[config.mk]
export PLATFORM = sky130hd
export DESIGN_NAME = tac_core
export DESIGN_NICKNAME = d
export VERILOG_FILES = /design/src/rtl/tac_pkg.sv /design/src/rtl/tac_regfile.sv /design/src/rtl/tac_alu.sv /design/src/rtl/tac_ctrl.sv /design/src/rtl/tac_core.sv
export SDC_FILE = /design/constraint.sdc
export NUM_CORES = 2
export LEC_CHECK = 0
export BUFFER_PORTS_ARGS = -buffer_cell sky130_fd_sc_hd__buf_2
export CORE_MARGIN = 3
export CORE_UTILIZATION = 62
export CTS_CLUSTER_DIAMETER = 100
export DETAILED_ROUTE_END_ITERATION = 6
export PLACE_DENSITY = 0.79
export REMOVE_ABC_BUFFERS = 1
export SETUP_SLACK_MARGIN = 0.3
export SYNTH_ARGS = -nofsm -noshare
export SYNTH_HDL_FRONTEND = slang
export SYNTH_SLANG_ARGS = --single-unit
export TNS_END_PERCENT = 50
[constraint.sdc]
create_clock -name clk -period 15.7 [get_ports clk]
set_input_delay 1.57 -clock clk [delete_from_list [all_inputs] [get_ports clk]]
set_output_delay 1.57 -clock clk [all_outputs]
set_load 0.01 [all_outputs]
[src/rtl/tac_pkg.sv]
package tac_pkg;
  localparam int INSN_W = 32;
  localparam int OP_W   = 4;
  localparam int RF_AW  = 4;
  localparam int IMM_W  = 16;

  typedef enum logic [OP_W-1:0] {
    OP_HALT = 4'd0,
    OP_LDI  = 4'd1,
    OP_LD   = 4'd2,
    OP_ST   = 4'd3,
    OP_ADD  = 4'd4,
    OP_MUL  = 4'd5
  } opcode_e;

  typedef enum logic [1:0] {
    PH_FETCH = 2'd0,
    PH_EXEC  = 2'd1,
    PH_WB    = 2'd2,
    PH_HALT  = 2'd3
  } phase_e;

  typedef struct packed {
    opcode_e          op;
    logic [RF_AW-1:0] dst;
    logic [IMM_W-1:0] imm;
  } wb_ctx_t;
endpackage

[src/rtl/tac_regfile.sv]
module tac_regfile #(
  parameter int DW    = 32,
  parameter int NREG  = 16,
  localparam int AW   = $clog2(NREG)
) (
  input  logic          clk,
  input  logic          rst_n,
  input  logic [AW-1:0] ra_a,
  input  logic [AW-1:0] ra_b,
  output logic [DW-1:0] rd_a,
  output logic [DW-1:0] rd_b,
  input  logic          we,
  input  logic [AW-1:0] wa,
  input  logic [DW-1:0] wd
);
  logic [DW-1:0] regs_q [NREG];

  for (genvar g = 0; g < NREG; g++) begin : g_reg
    logic sel;
    assign sel = we && (wa == AW'(g));
    always_ff @(posedge clk or negedge rst_n) begin
      if (!rst_n) begin
        regs_q[g] <= '0;
      end else if (sel) begin
        regs_q[g] <= wd;
      end
    end
  end

  assign rd_a = regs_q[ra_a];
  assign rd_b = regs_q[ra_b];
endmodule

[src/rtl/tac_alu.sv]
module tac_alu #(
  parameter int DW = 32
) (
  input  logic [DW-1:0] a,
  input  logic [DW-1:0] b,
  input  logic          mul_sel,
  output logic [DW-1:0] y
);
  logic [DW-1:0] sum;
  logic [DW-1:0] prod;

  assign sum  = a + b;
  assign prod = a * b;
  assign y    = mul_sel ? prod : sum;
endmodule

[src/rtl/tac_ctrl.sv]
module tac_ctrl
  import tac_pkg::*;
#(
  parameter int PC_W = 8
) (
  input  logic            clk,
  input  logic            rst_n,
  input  opcode_e         exec_op,
  input  opcode_e         wb_op,
  output logic [PC_W-1:0] pc,
  output logic            in_exec,
  output logic            ld_en,
  output logic            st_en,
  output logic            rf_we,
  output logic            halted
);
  phase_e          phase_q, phase_d;
  logic [PC_W-1:0] pc_q, pc_d;
  logic            pc_adv;

  always_comb begin
    phase_d = phase_q;
    pc_adv  = 1'b0;
    unique case (phase_q)
      PH_FETCH: phase_d = PH_EXEC;
      PH_EXEC:  phase_d = (exec_op == OP_HALT) ? PH_HALT : PH_WB;
      PH_WB: begin
        phase_d = PH_FETCH;
        pc_adv  = 1'b1;
      end
      default:  phase_d = PH_HALT;
    endcase
    pc_d = pc_adv ? pc_q + PC_W'(1) : pc_q;
  end

  always_ff @(posedge clk or negedge rst_n) begin
    if (!rst_n) begin
      phase_q <= PH_FETCH;
      pc_q    <= '0;
    end else begin
      phase_q <= phase_d;
      if (pc_adv) begin
        pc_q <= pc_d;
      end
    end
  end

  assign pc      = pc_q;
  assign in_exec = (phase_q == PH_EXEC);
  assign ld_en   = in_exec && (exec_op == OP_LD);
  assign st_en   = in_exec && (exec_op == OP_ST);
  assign halted  = (phase_q == PH_HALT);
  assign rf_we   = (phase_q == PH_WB) &&
                   (wb_op == OP_LDI || wb_op == OP_LD ||
                    wb_op == OP_ADD || wb_op == OP_MUL);
endmodule

[src/rtl/tac_core.sv]
module tac_core
  import tac_pkg::*;
#(
  parameter int PC_W = 8,
  parameter int DW   = 32,
  parameter int DA_W = 16,
  localparam int NREG = 1 << RF_AW
) (
  input  logic                clk,
  input  logic                rst_n,
  output logic [PC_W-1:0]     imem_addr,
  input  logic [INSN_W-1:0]   imem_data,
  output logic                dmem_ld_en,
  output logic [DA_W-1:0]     dmem_ld_addr,
  input  logic [DW-1:0]       dmem_ld_data,
  output logic                dmem_st_en,
  output logic [DA_W-1:0]     dmem_st_addr,
  output logic [DW-1:0]       dmem_st_data,
  output logic                done
);
  // decode of the word returned by the ROM (meaningful in execute)
  opcode_e          ex_op;
  logic [RF_AW-1:0] ex_dst, ex_sa, ex_sb;
  logic [IMM_W-1:0] ex_imm;

  assign ex_op  = opcode_e'(imem_data[31:28]);
  assign ex_dst = imem_data[27:24];
  assign ex_sa  = imem_data[23:20];
  assign ex_sb  = imem_data[19:16];
  assign ex_imm = imem_data[15:0];

  logic          in_exec, rf_we;
  logic [DW-1:0] rd_a, rd_b, alu_y, wr_data;
  wb_ctx_t       wb_q, wb_d;
  logic [DW-1:0] res_q;

  tac_ctrl #(.PC_W(PC_W)) ctrl_i (
    .clk     (clk),
    .rst_n   (rst_n),
    .exec_op (ex_op),
    .wb_op   (wb_q.op),
    .pc      (imem_addr),
    .in_exec (in_exec),
    .ld_en   (dmem_ld_en),
    .st_en   (dmem_st_en),
    .rf_we   (rf_we),
    .halted  (done)
  );

  tac_regfile #(.DW(DW), .NREG(NREG)) rf_i (
    .clk   (clk),
    .rst_n (rst_n),
    .ra_a  (ex_sa),
    .ra_b  (ex_sb),
    .rd_a  (rd_a),
    .rd_b  (rd_b),
    .we    (rf_we),
    .wa    (wb_q.dst),
    .wd    (wr_data)
  );

  tac_alu #(.DW(DW)) alu_i (
    .a       (rd_a),
    .b       (rd_b),
    .mul_sel (ex_op == OP_MUL),
    .y       (alu_y)
  );

  assign wb_d = '{op: ex_op, dst: ex_dst, imm: ex_imm};

  always_ff @(posedge clk or negedge rst_n) begin
    if (!rst_n) begin
      wb_q  <= '{op: OP_HALT, dst: '0, imm: '0};
      res_q <= '0;
    end else if (in_exec) begin
      wb_q  <= wb_d;
      res_q <= alu_y;
    end
  end

  always_comb begin
    unique case (wb_q.op)
      OP_LDI:  wr_data = DW'(wb_q.imm);
      OP_LD:   wr_data = dmem_ld_data;
      default: wr_data = res_q;
    endcase
  end

  assign dmem_ld_addr = ex_imm[DA_W-1:0];
  assign dmem_st_addr = ex_imm[DA_W-1:0];
  assign dmem_st_data = rd_a;
endmodule

== After elaboration in Yosys (flattened, before gate mapping) ==
Index checks and enable logic that the tools add are counted.

* Add/sub/neg operators: 2
* Multiply operators: 1
* Divide/modulo/power cells: 0
* Magnitude comparators: 2
* Eq/ne operators: 25
* Shift-type cells: 0
* Mux-type cells: 11
* Bitwise gates (word level): 2
* Reductions and logical operators: 25

{| class="wikitable"
|+ Operators with widths
! operator !! count
|-
| binary-select mux 32 bit (select 4 bit) || 2
|-
| 2-to-1 mux 32 bit || 5
|-
| one-hot mux 32 bit (2 select lines) || 1
|-
| adder 32 bit || 1
|-
| == test 4 bit (second input constant) || 8
|-
| multiplier 32 x 32 -> 32 bit || 1
|-
| == test 4 x 3 -> 1 bit (second input constant) || 7
|-
| == test 4 x 2 -> 1 bit (second input constant) || 5
|-
| logical AND 1 bit || 19
|-
| >= comparator 5 bit (second input constant) || 2
|-
| NOT 4 -> 5 bit || 2
|-
| adder 8 x 1 -> 8 bit (second input constant) || 1
|-
| == test 4 x 1 -> 1 bit (second input constant) || 2
|-
| zero test 4 bit || 2
|-
| one-hot mux 2 bit (3 select lines) || 1
|-
| == test 2 bit (second input constant) || 2
|-
| logical OR 1 bit || 3
|-
| == test 2 x 1 -> 1 bit (second input constant) || 1
|-
| zero test 2 bit || 1
|-
| 2-to-1 mux 1 bit || 2
|}

* Register bits after elaboration: 578
* Latch bits: 0
* Memory bits (writable): 0
* ROM bits: 0
* Bits of input ports: 66
* Output and inout port bits: 75
* Memories: 0

== Logic depth before layout (Yosys ltp) ==
* Word-level depth: 6
* Gate-level depth with buffers: 38
* Depth with buffers taken out: 33

== By module ==
Synthesis repeated with hierarchy kept, for this count alone.

* Cells, all modules: 3911
* Area, all modules: 47167.7 um^2

{| class="wikitable"
|+ By module, submodules not included
! module !! times used !! cells an instance !! area each (um^2)
|-
| tac_regfile || 1 || 1676 || 26454.1
|-
| tac_alu || 1 || 1984 || 17416.7
|-
| tac_core || 1 || 209 || 2835.2
|-
| tac_ctrl || 1 || 42 || 461.7
|}

== Least setup slack after synthesis ==
OpenSTA, ideal clock, no wires.

* Path type: input-to-reg
* From: in imem_data[21]
* To: reg res_q[31]
* Library setup time: 0.092 ns
* Data arrival time: 10.312 ns
* Data required time: 15.608 ns
* Setup slack: 5.296 ns
* Stages on the path: 32
* Cells stage by stage: buf_2 -> buf_2 -> buf_2 -> buf_1 -> mux4_2 -> a22o_1 -> a221oi_2 -> clkinv_1 -> ha_1 -> fa_1 -> fa_1 -> fa_1 -> inv_1 -> fa_1 -> inv_1 -> fa_1 -> fa_1 -> fa_1 -> fa_1 -> ha_1 -> nand2_1 -> nor2_1 -> o21ai_0 -> a21oi_1 -> or4_1 -> a311oi_1 -> nor2_1 -> o41a_1 -> nand3_1 -> nand2_1 -> xnor2_1 -> o31ai_2

* Cells in the longest elaborated chain, start to end: 6
* Elaborated cells between the ends (all ways): 7

{| class="wikitable"
|+ Ends and longest elaborated chain
! what !! line !! RTL
|-
| start: declaration || tac_core.sv:12 || <nowiki>input logic [INSN_W-1:0] imem_data,</nowiki>
|-
| NOT 4 -> 5 bit (implied by the code) * || tac_regfile.sv:30 || <nowiki>assign rd_a = regs_q[ra_a];</nowiki>
|-
| binary-select mux 32 bit (select 4 bit) * || tac_regfile.sv:30 ||
|-
| 2-to-1 mux 32 bit (implied by the code) * (2 in a row) || tac_regfile.sv:30 ||
|-
| named net dmem_st_data[9] || tac_core.sv:18 || <nowiki>output logic [DW-1:0] dmem_st_data,</nowiki>
|-
| multiplier 32 x 32 -> 32 bit / adder 32 bit (equally long branches) || tac_alu.sv:13, tac_alu.sv:12 ||
|-
| 2-to-1 mux 32 bit * || tac_alu.sv:14 || <nowiki>assign y = mul_sel ? prod : sum;</nowiki>
|-
| end signal: assignment || tac_core.sv:77 || <nowiki>res_q <= alu_y;</nowiki>
|-
| end: declaration || tac_core.sv:35 || <nowiki>logic [DW-1:0] res_q;</nowiki>
|}

The timed path passes the listed nets; every way through them passes the cells marked *. The select of a mux whose other input is x is not followed.
A chain may end at the register's enable or synchronous reset.

== Worst setup path after layout ==
* From: in imem_data[20]
* To: reg res_q[29]

* Cells in the longest elaborated chain, start to end: 6
* Elaborated cells between the ends (all ways): 7

{| class="wikitable"
|+ Ends and longest elaborated chain
! what !! line
|-
| NOT 4 -> 5 bit (implied by the code) * || tac_regfile.sv:30
|-
| binary-select mux 32 bit (select 4 bit) * || tac_regfile.sv:30
|-
| 2-to-1 mux 32 bit (implied by the code) * (2 in a row) || tac_regfile.sv:30
|-
| multiplier 32 x 32 -> 32 bit / adder 32 bit (equally long branches) || tac_alu.sv:13, tac_alu.sv:12
|-
| 2-to-1 mux 32 bit * || tac_alu.sv:14
|}

Mark *: on every way between the ends. The rest lies on a longest branch, timed or not. The select of a mux whose other input is x is not followed.

==> results.ini <==
[synth]
synth_top_cell_by_area = dfrtp_1
synth_common_cells = nor2_1, dfrtp_1, nand2_1
syn_inst = 4583
syn_area_um2 = 45780
async_flop_share_pct = 100.0
synth.most_common_cell = nor2_1
synth_cell_types = 66
seq_area_frac_synth_pct = 31.59
ys_seq_elements = 578
synth_flop_cell = dfrtp_1
yosys_warnings = 0
synth_area_per_cell_um2 = 9.989
synth_edf_count = 0
yosys-top-cells-area = dfrtp_1, fa_1, mux4_2, nor2_1, nand2_1
synth_top_area_share_pct = 31.59

[setup_path]
critPathMaxStageDelay_ns = 0.62
cpMostUsedCell = fa_1
worstPathRequired_ns = 16.20
critPathArrivalTime_ns = 11.98
crit_fanout = 63
cp-start-kind = primary input
cp_slowest_cell = clkbuf_8
path_class = primary input to flop
worst_setup_path_end_kind = flop

[outcome]
status = complete, no violations

[floorplanning]
start_util_pct = 62.64
num_rows = 99
fp.dieH_um = 277.7
dieArea_um2 = 77140
pin_count = 141
die_w_um = 277.7
coreArea_um2 = 73080

[hold_path]
hold_path_class = flop to flop

[final_layout]
fin_cells = 5575
fillCellCount = 5377
nets = 5193
syn_to_final_growth_pct = 7.691
fin_area_um2 = 49300
layout-drive-gt1-share_pct = 15.54

[sta]
clock_skew_ns = 0.02836
fmax_mhz = 87.11
relSlewSlack_pct = 10.25
worst_pin_slew_ns = 1.346
hold_viol = 0
fin_tns_setup_ns = 0
rsz0062_at_grt = no
min_period_ns = 11.48
final_max_slew_viol_count = 0
setup_viol = 0
post-route-period-util_pct = 73.12

[drt]
first_pass_iters = 7
totalWireLength_um = 144000
vias_per_cell = 6.560
post_drt_wl_per_cell_um = 25.84
vias = 36570
drc = 0
drt_iter0_drc = 4181
ant_nets = 0

[global_routing]
grt_pass1_vias = 37930
overflow = 0
antenna_found_initial = 3
grt_pass1_wl_um = 220800
grt_max_degree = 111
track_usage_pct = 37.98

[placed_design]
dpl.cell_count = 5452
post-dp-hpwl_um = 95870
port_buffers = 140
globalplace.congestion = 1.028
placed_area_um2 = 47070

[cts]
h-tree-depth = 3
cts.sinks = 578
clockBufferDepth = 3
post-cts-setup-buffer-count = 0
clk_latency_ns = 0.62
cts_root_buf = clkbuf_16
clkSlewWorstSetupHoldPaths_ns = 0.06
cts_tree = built
cts_resized = 0
numCtsBuffers = 67
hold_buffers = 0

[job]
max-cap-violations = 0

state kept, by name, summed over array words and instances (netlist names):
signal	count
res_q	32
ctrl_i.phase_q	2
ctrl_i.pc	8
wb_q	24
rf_i.regs_q	512
worst max-delay path, delay by kind of cell:
| kind | cells | cell delay, ns |
|---|---|---|
| buf+inv | 8 | 2.27 |
| fa+ha+maj | 10 | 4.47 |
| simple gates | 4 | 0.94 |
| compound gates | 8 | 1.92 |
| xor+xnor | 1 | 0.15 |
| mux | 1 | 0.55 |
per-layer routing:
layer | global-route usage [%] | wire (um) | up-vias
li1 | - | - | 15130
met1 | 47.86 | 49620 | 18120
met2 | 56.90 | 63250 | 2625
met3 | 13.57 | 20950 | 692
met4 | 22.73 | 10220 | 2
met5 | 0 | 13 | -
area by class of cell:
| class | instances | area [um2] | share of cell area, % |
|---|---|---|---|
| well taps | 959 | 1200 | 2.434 |
| diodes | 3 | 7.507 | 0.01523 |
| multi-input cells | 3165 | 28000 | 56.79 |
| flip-flops and latches | 578 | 14460 | 29.34 |
| inverters | 508 | 1907 | 3.868 |
| clock inverters | 20 | 235.2 | 0.4771 |
| clock buffers | 99 | 1978 | 4.012 |
| repair buffers | 243 | 1514 | 3.071 |
stage by stage:
stage | hold WS (ns) | util [%] | setup slack [ns]
after floorplan | 0.4005 | - | 5.252
after global placement | 0.4567 | 64.41 | 3.807
after detailed placement | 0.4617 | 64.41 | 3.682
after CTS | 0.4731 | 67.44 | 4.319
after global routing | 0.5016 | 67.45 | 3.813
final | 0.4688 | 67.46 | 4.220
cells by family (layout without fill, tap and decap cells):
kind of cell / after synthesis / in the layout / share of synthesized area (%)
AND/OR/NAND/NOR: 1317 / 1317 / 11.33
AO/OA/AOI/OAI: 863 / 863 / 10.93
buffers and inverters: 840 / 870 / 7.636
flip-flops: 578 / 578 / 31.59
adder cells (fa/ha/maj): 564 / 564 / 22.12
multiplexers: 307 / 307 / 14.17
XOR/XNOR: 114 / 114 / 2.214
other: 0 / 3 / 0
cell usage in the layout (no fill, tap or decap), types with 5 or more instances in the layout:
| master | count |
|---|---|
| a21boi_0 | 5 |
| a21o_1 | 29 |
| a21oi_1 | 418 |
| a221oi_2 | 15 |
| a22o_1 | 33 |
| a22oi_1 | 46 |
| a31oi_1 | 9 |
| and2_1 | 19 |
| buf_2 | 135 |
| buf_4 | 103 |
| clkbuf_1 | 15 |
| clkbuf_16 | 68 |
| clkbuf_8 | 18 |
| dfrtp_1 | 578 |
| fa_1 | 409 |
| ha_1 | 155 |
| inv_1 | 492 |
| inv_2 | 12 |
| mux2_2 | 19 |
| mux2i_1 | 16 |
| mux4_2 | 271 |
| nand2_1 | 575 |
| nand2b_1 | 8 |
| nand3_1 | 11 |
| nand4_1 | 5 |
| nor2_1 | 628 |
| nor2_4 | 10 |
| nor2b_1 | 10 |
| nor3_1 | 12 |
| o211ai_1 | 5 |
| o21a_1 | 5 |
| o21ai_0 | 245 |
| o21ai_1 | 5 |
| o21ai_2 | 11 |
| o21bai_1 | 8 |
| o31ai_1 | 5 |
| or3_1 | 7 |
| xnor2_1 | 88 |
| xor2_1 | 24 |
final timing paths:
path / from / endpoint / slack, ns / cells after the start
setup / recovery: imem_data[20] / res_q[29] / 4.22 / 32
hold / removal: ctrl_i.pc[7] / ctrl_i.pc[7] / 0.47 / 1
setup reg to reg: rf_i.regs_q[132] / res_q[29] / 5.77 / 30
hold reg to reg: ctrl_i.pc[7] / ctrl_i.pc[7] / 0.47 / 1
max in group asynchronous: rst_n / rf_i.regs_q[257] / 11.37 / 4
min in group asynchronous: rst_n / res_q[31] / 1.04 / 1
Power is not shown: default switching activity piles up to over one toggle a cycle in this logic, so the estimate is an artifact.
